--- config.mk ---
export PLATFORM = sky130hd
export DESIGN_NAME = adc_result_lock
export DESIGN_NICKNAME = d
export VERILOG_FILES = /design/src/rtl/adc_lock_pkg.sv /design/src/rtl/adc_lock_tracker.sv /design/src/rtl/adc_xfer_ctrl.sv /design/src/rtl/adc_result_store.sv /design/src/rtl/adc_result_lock.sv
export SDC_FILE = /design/constraint.sdc
export NUM_CORES = 1
export LEC_CHECK = 0
export ABC_AREA = 1
export BUFFER_PORTS_ARGS = -buffer_cell sky130_fd_sc_hd__clkbuf_2
export CORE_MARGIN = 3
export CORE_UTILIZATION = 45
export DETAILED_ROUTE_END_ITERATION = 12
export PLACE_DENSITY_LB_ADDON = 0.15
export SLEW_MARGIN = 20
export SYNTH_ARGS = -nofsm -noshare
export SYNTH_HDL_FRONTEND = slang
export SYNTH_SLANG_ARGS = --single-unit
--- constraint.sdc ---
create_clock -name clk_i -period 2.5 [get_ports clk_i]
set_input_delay 0.375 -clock clk_i [delete_from_list [all_inputs] [get_ports clk_i]]
set_output_delay 0.375 -clock clk_i [all_outputs]
set_load 0.05 [all_outputs]
--- src/rtl/adc_lock_pkg.sv ---
package adc_lock_pkg;

   localparam logic [1:0] MODE_8  = 2'b00;
   localparam logic [1:0] MODE_10 = 2'b01;

   // Wide modes read the result in two bus accesses and need the lock.
   function automatic logic is_wide(input logic [1:0] mode);
      return mode != MODE_8;
   endfunction

   // Number of meaningful high-byte bits for the given mode.
   function automatic int unsigned hi_bits(input logic [1:0] mode,
                                           input int unsigned res_w,
                                           input int unsigned mid_w,
                                           input int unsigned byte_w);
      if (mode == MODE_8)  return 0;
      if (mode == MODE_10) return mid_w - byte_w;
      return res_w - byte_w;
   endfunction

endpackage

--- src/rtl/adc_lock_tracker.sv ---
module adc_lock_tracker (
   input  logic clk_i,
   input  logic rst_ni,
   input  logic rd_hi_i,
   input  logic rd_lo_i,
   input  logic wide_i,
   output logic lock_o
);

   logic lock_q;

   always_ff @(posedge clk_i or negedge rst_ni) begin
      if (!rst_ni)                lock_q <= 1'b0;
      else if (rd_lo_i)           lock_q <= 1'b0;
      else if (rd_hi_i && wide_i) lock_q <= 1'b1;
   end

   assign lock_o = lock_q;

endmodule

--- src/rtl/adc_xfer_ctrl.sv ---
module adc_xfer_ctrl (
   input  logic clk_i,
   input  logic rst_ni,
   input  logic valid_i,
   input  logic blocked_i,
   input  logic cmp_en_i,
   input  logic cmp_true_i,
   input  logic cont_i,
   input  logic rd_lo_i,
   output logic load_o,
   output logic done_o,
   output logic restart_o
);

   logic cmp_fail;
   logic single_fail;
   logic done_q;
   logic restart_q;

   assign cmp_fail    = cmp_en_i && !cmp_true_i;
   assign single_fail = cmp_fail && !cont_i;
   assign load_o      = valid_i && !blocked_i && !cmp_fail;

   always_ff @(posedge clk_i or negedge rst_ni) begin
      if (!rst_ni) begin
         done_q    <= 1'b0;
         restart_q <= 1'b0;
      end else begin
         if (load_o)       done_q <= 1'b1;
         else if (rd_lo_i) done_q <= 1'b0;
         restart_q <= valid_i && blocked_i && !single_fail;
      end
   end

   assign done_o    = done_q;
   assign restart_o = restart_q;

endmodule

--- src/rtl/adc_result_store.sv ---
module adc_result_store #(
   parameter int unsigned RES_W  = 12,
   parameter int unsigned MID_W  = 10,
   parameter int unsigned BYTE_W = 8
) (
   input  logic              clk_i,
   input  logic              rst_ni,
   input  logic              load_i,
   input  logic [1:0]        mode_i,
   input  logic [RES_W-1:0]  data_i,
   output logic [BYTE_W-1:0] hi_o,
   output logic [BYTE_W-1:0] lo_o
);

   import adc_lock_pkg::*;

   logic [BYTE_W-1:0] hi_d;
   logic [BYTE_W-1:0] hi_q;
   logic [BYTE_W-1:0] lo_q;
   int unsigned       keep_n;

   assign keep_n = hi_bits(mode_i, RES_W, MID_W, BYTE_W);

   for (genvar b = 0; b < BYTE_W; b++) begin : g_hi
      if (BYTE_W + b < RES_W) begin : g_src
         assign hi_d[b] = (b < keep_n) ? data_i[BYTE_W+b] : 1'b0;
      end else begin : g_zero
         assign hi_d[b] = 1'b0;
      end
   end

   always_ff @(posedge clk_i or negedge rst_ni) begin
      if (!rst_ni) begin
         hi_q <= '0;
         lo_q <= '0;
      end else if (load_i) begin
         hi_q <= hi_d;
         lo_q <= data_i[BYTE_W-1:0];
      end
   end

   assign hi_o = hi_q;
   assign lo_o = lo_q;

endmodule

--- src/rtl/adc_result_lock.sv ---
module adc_result_lock #(
   parameter int unsigned RES_W  = 12,
   parameter int unsigned MID_W  = 10,
   parameter int unsigned BYTE_W = 8
) (
   input  logic              clk_i,
   input  logic              rst_ni,
   input  logic              res_valid_i,
   input  logic [RES_W-1:0]  res_data_i,
   input  logic [1:0]        res_mode_i,
   input  logic              cmp_en_i,
   input  logic              cmp_true_i,
   input  logic              cont_i,
   input  logic              irq_en_i,
   input  logic              queue_en_i,
   input  logic              rd_hi_i,
   input  logic              rd_lo_i,
   output logic [BYTE_W-1:0] res_hi_o,
   output logic [BYTE_W-1:0] res_lo_o,
   output logic              done_o,
   output logic              irq_o,
   output logic              restart_o,
   output logic              queue_hold_o
);

   import adc_lock_pkg::*;

   if (RES_W <= BYTE_W || RES_W > 2 * BYTE_W) begin : g_bad_res
      $error("RES_W must exceed BYTE_W and fit in two bytes");
   end
   if (MID_W < BYTE_W || MID_W > RES_W) begin : g_bad_mid
      $error("MID_W must lie between BYTE_W and RES_W");
   end

   logic wide;
   logic lock_q;
   logic blocked;
   logic load;

   assign wide    = is_wide(res_mode_i);
   // A low-byte read releases the lock; a high-byte read locks at once.
   assign blocked = !rd_lo_i && (lock_q || (rd_hi_i && wide));

   adc_lock_tracker i_lock (
      .clk_i   (clk_i),
      .rst_ni  (rst_ni),
      .rd_hi_i (rd_hi_i),
      .rd_lo_i (rd_lo_i),
      .wide_i  (wide),
      .lock_o  (lock_q)
   );

   adc_xfer_ctrl i_ctrl (
      .clk_i      (clk_i),
      .rst_ni     (rst_ni),
      .valid_i    (res_valid_i),
      .blocked_i  (blocked),
      .cmp_en_i   (cmp_en_i),
      .cmp_true_i (cmp_true_i),
      .cont_i     (cont_i),
      .rd_lo_i    (rd_lo_i),
      .load_o     (load),
      .done_o     (done_o),
      .restart_o  (restart_o)
   );

   adc_result_store #(
      .RES_W  (RES_W),
      .MID_W  (MID_W),
      .BYTE_W (BYTE_W)
   ) i_store (
      .clk_i  (clk_i),
      .rst_ni (rst_ni),
      .load_i (load),
      .mode_i (res_mode_i),
      .data_i (res_data_i),
      .hi_o   (res_hi_o),
      .lo_o   (res_lo_o)
   );

   assign irq_o        = done_o && irq_en_i;
   assign queue_hold_o = queue_en_i && lock_q;

endmodule

==> metrics <==
status finished clean; Area Overhead vs Synth 27.1%; fin crit share 55.5%; total die area 2170 sq um; antenna-violating nets left 0; Vias/cell 4.49; Starting Density 48.5%; top cells by area, synth dfrtp_1 (51%), nand2_1 (13%), nand3_1 (8.1%); #FFs+latches synth 15; Ys Warns 0; PD cells 736 nW/um^2; most frequent cells in the layout clkbuf_2 (39), nand2_1 (26), dfrtp_1 (15); diode count 0; RSZ-0062 raised after global routing false; Cell Area, Synth 739 sq um; GPL Wtd Cong 0.753; Pins Over Slew Limit 0; average wire per standard cell 10.5 um; post-CTS setup buffers 0; CTS Hold Bufs 1; total grt overflow 0; vias in the first global route 589; Seq/Total Area, Yosys 50.8%; Root Buffer clkbuf_4; Synth Instances 85; crit end category output pin; die width 46.5 um; fraction of layout instances using a drive strength above 1 41.6%; Nets 150; Setup Skew 0.00838 ns; biggest area consumer among synthesized cells dfrtp_1; post_cts resized 0; Fin. Hold Viols 0; DRC 0; final setup vio count 0; Leakage 0.000606 uW; Die Ht 46.5 um; Port-buffer cells 39; class of the worst hold path input pin to flip-flop; commonest non-fill, non-tap cell in the layout clkbuf_2; area share of the largest cell type after synthesis 50.8%; Synth cell types 13; first-pass GRT wire length 2.30 mm; Critical Path AT 1.01 ns; kind of critical path flip-flop to output pin; Num CTS Buffers 3; Reg clk slew, reported paths 0.09 ns; standard-cell row count 14; crit start category flip-flop; syn_area_per_cell 8.70 sq um; Clock Latency Late Sink 0.28 ns; drt initial violations 12; pin count of the biggest net entering global routing 16; drt first pass iters 4; I/O pin count 44; max cap viols 0; worst-path maximum fanout 3; CTS HTree Levels 1; peak supply drop 0.333 mV; CP Data Required Time 2.12 ns; maximum clock path buffer count 2; Total GRT Usage 15.5%; fin util 61.7%; hpwl dp 1.18 mm; core area 1520 sq um; via count 633; CTS tree built; initial antenna violation count 0; # clock sinks 15; Total Wirelength 1.48 mm; post-route setup TNS 0 ns; fmax 721 MHz; Final Power 692 uW; post-layout min period 1.39 ns
[synthesized netlist by cell type]
library cell   n
nand2_1       26
dfrtp_1       15
nand3_1       12
inv_1         10
nand2_2        5
buf_4          4
nor2_1         4
buf_6          3
nand2_4        2
a21boi_4       1
a21oi_1        1
conb_1         1
o21ai_2        1
[layer usage]
metal	up-vias	global-route usage (%)	share of wire, %
li1	331	-	-
met1	273	15.7	38
met2	24	26.1	52
met3	5	7.03	8.8
met4	0	8.52	1.8
met5	-	0	0
[power by group]
group	internal (uW)	switching [uW]
registers	276	20.0
logic	60.1	201
clock network	59.4	75.7
total	396	296
[area by class of cell]
cell class,count,area (sq um)
Sequential cell,15,375
Tap cell,16,20.0
Multi-Input combinational cell,56,274
Clock buffer,3,22.5
Inverter,10,37.5
Fill cell,154,584
Clock inverter,1,5.00
Timing Repair Buffer,40,205
[cell families (layout without fill, tap and decap cells)]
group           Yosys count  after routing  share of synthesized area, %
simple gates             49             49                          30.6
buf+inv                  17             54                          13.7
flops                    15             15                          50.8
compound gates            3              3                          4.40
other cells               1              4                         0.507
[flip-flops by register name (all words and copies together), names as in the netlist]
register / cells
i_ctrl.done_o: 1
i_ctrl.restart_o: 1
i_lock.lock_o: 1
i_store.hi_o: 4
i_store.lo_o: 8
[worst paths after layout]
path                                      start                to  slack (ns)  cells past startpoint
worst max-delay path              i_ctrl.done_o             irq_o        1.11                      3
worst min-delay path              res_data_i[2]   i_store.lo_o[2]        0.32                      3
worst max register to register    i_lock.lock_o   i_store.lo_o[4]        1.45                      6
worst min register to register  i_store.hi_o[2]   i_store.hi_o[2]        0.48                      2
max in group asynchronous                rst_ni  i_ctrl.restart_o        1.71                      2
min in group asynchronous                rst_ni   i_store.hi_o[2]        0.52                      2
[critical path: stages, from the launching register on]
cell	delay (ns)
dfrtp_1	0.37
nand2_1	0.06
inv_1	0.04
clkbuf_2	0.26
[metrics by stage]
stage	hold slack [ns]	cells	setup slack (ns)	area (sq um)
2_1_floorplan	0.0794	88	1.09	751
3_3_place_gp	0.302	136	1.21	902
3_5_place_dp	0.308	136	1.18	902
4_1_cts	0.307	141	1.10	940
5_1_grt	0.312	141	1.05	940
6_report	0.316	141	1.11	940
Note: power is estimated with default switching activity, not from simulation.
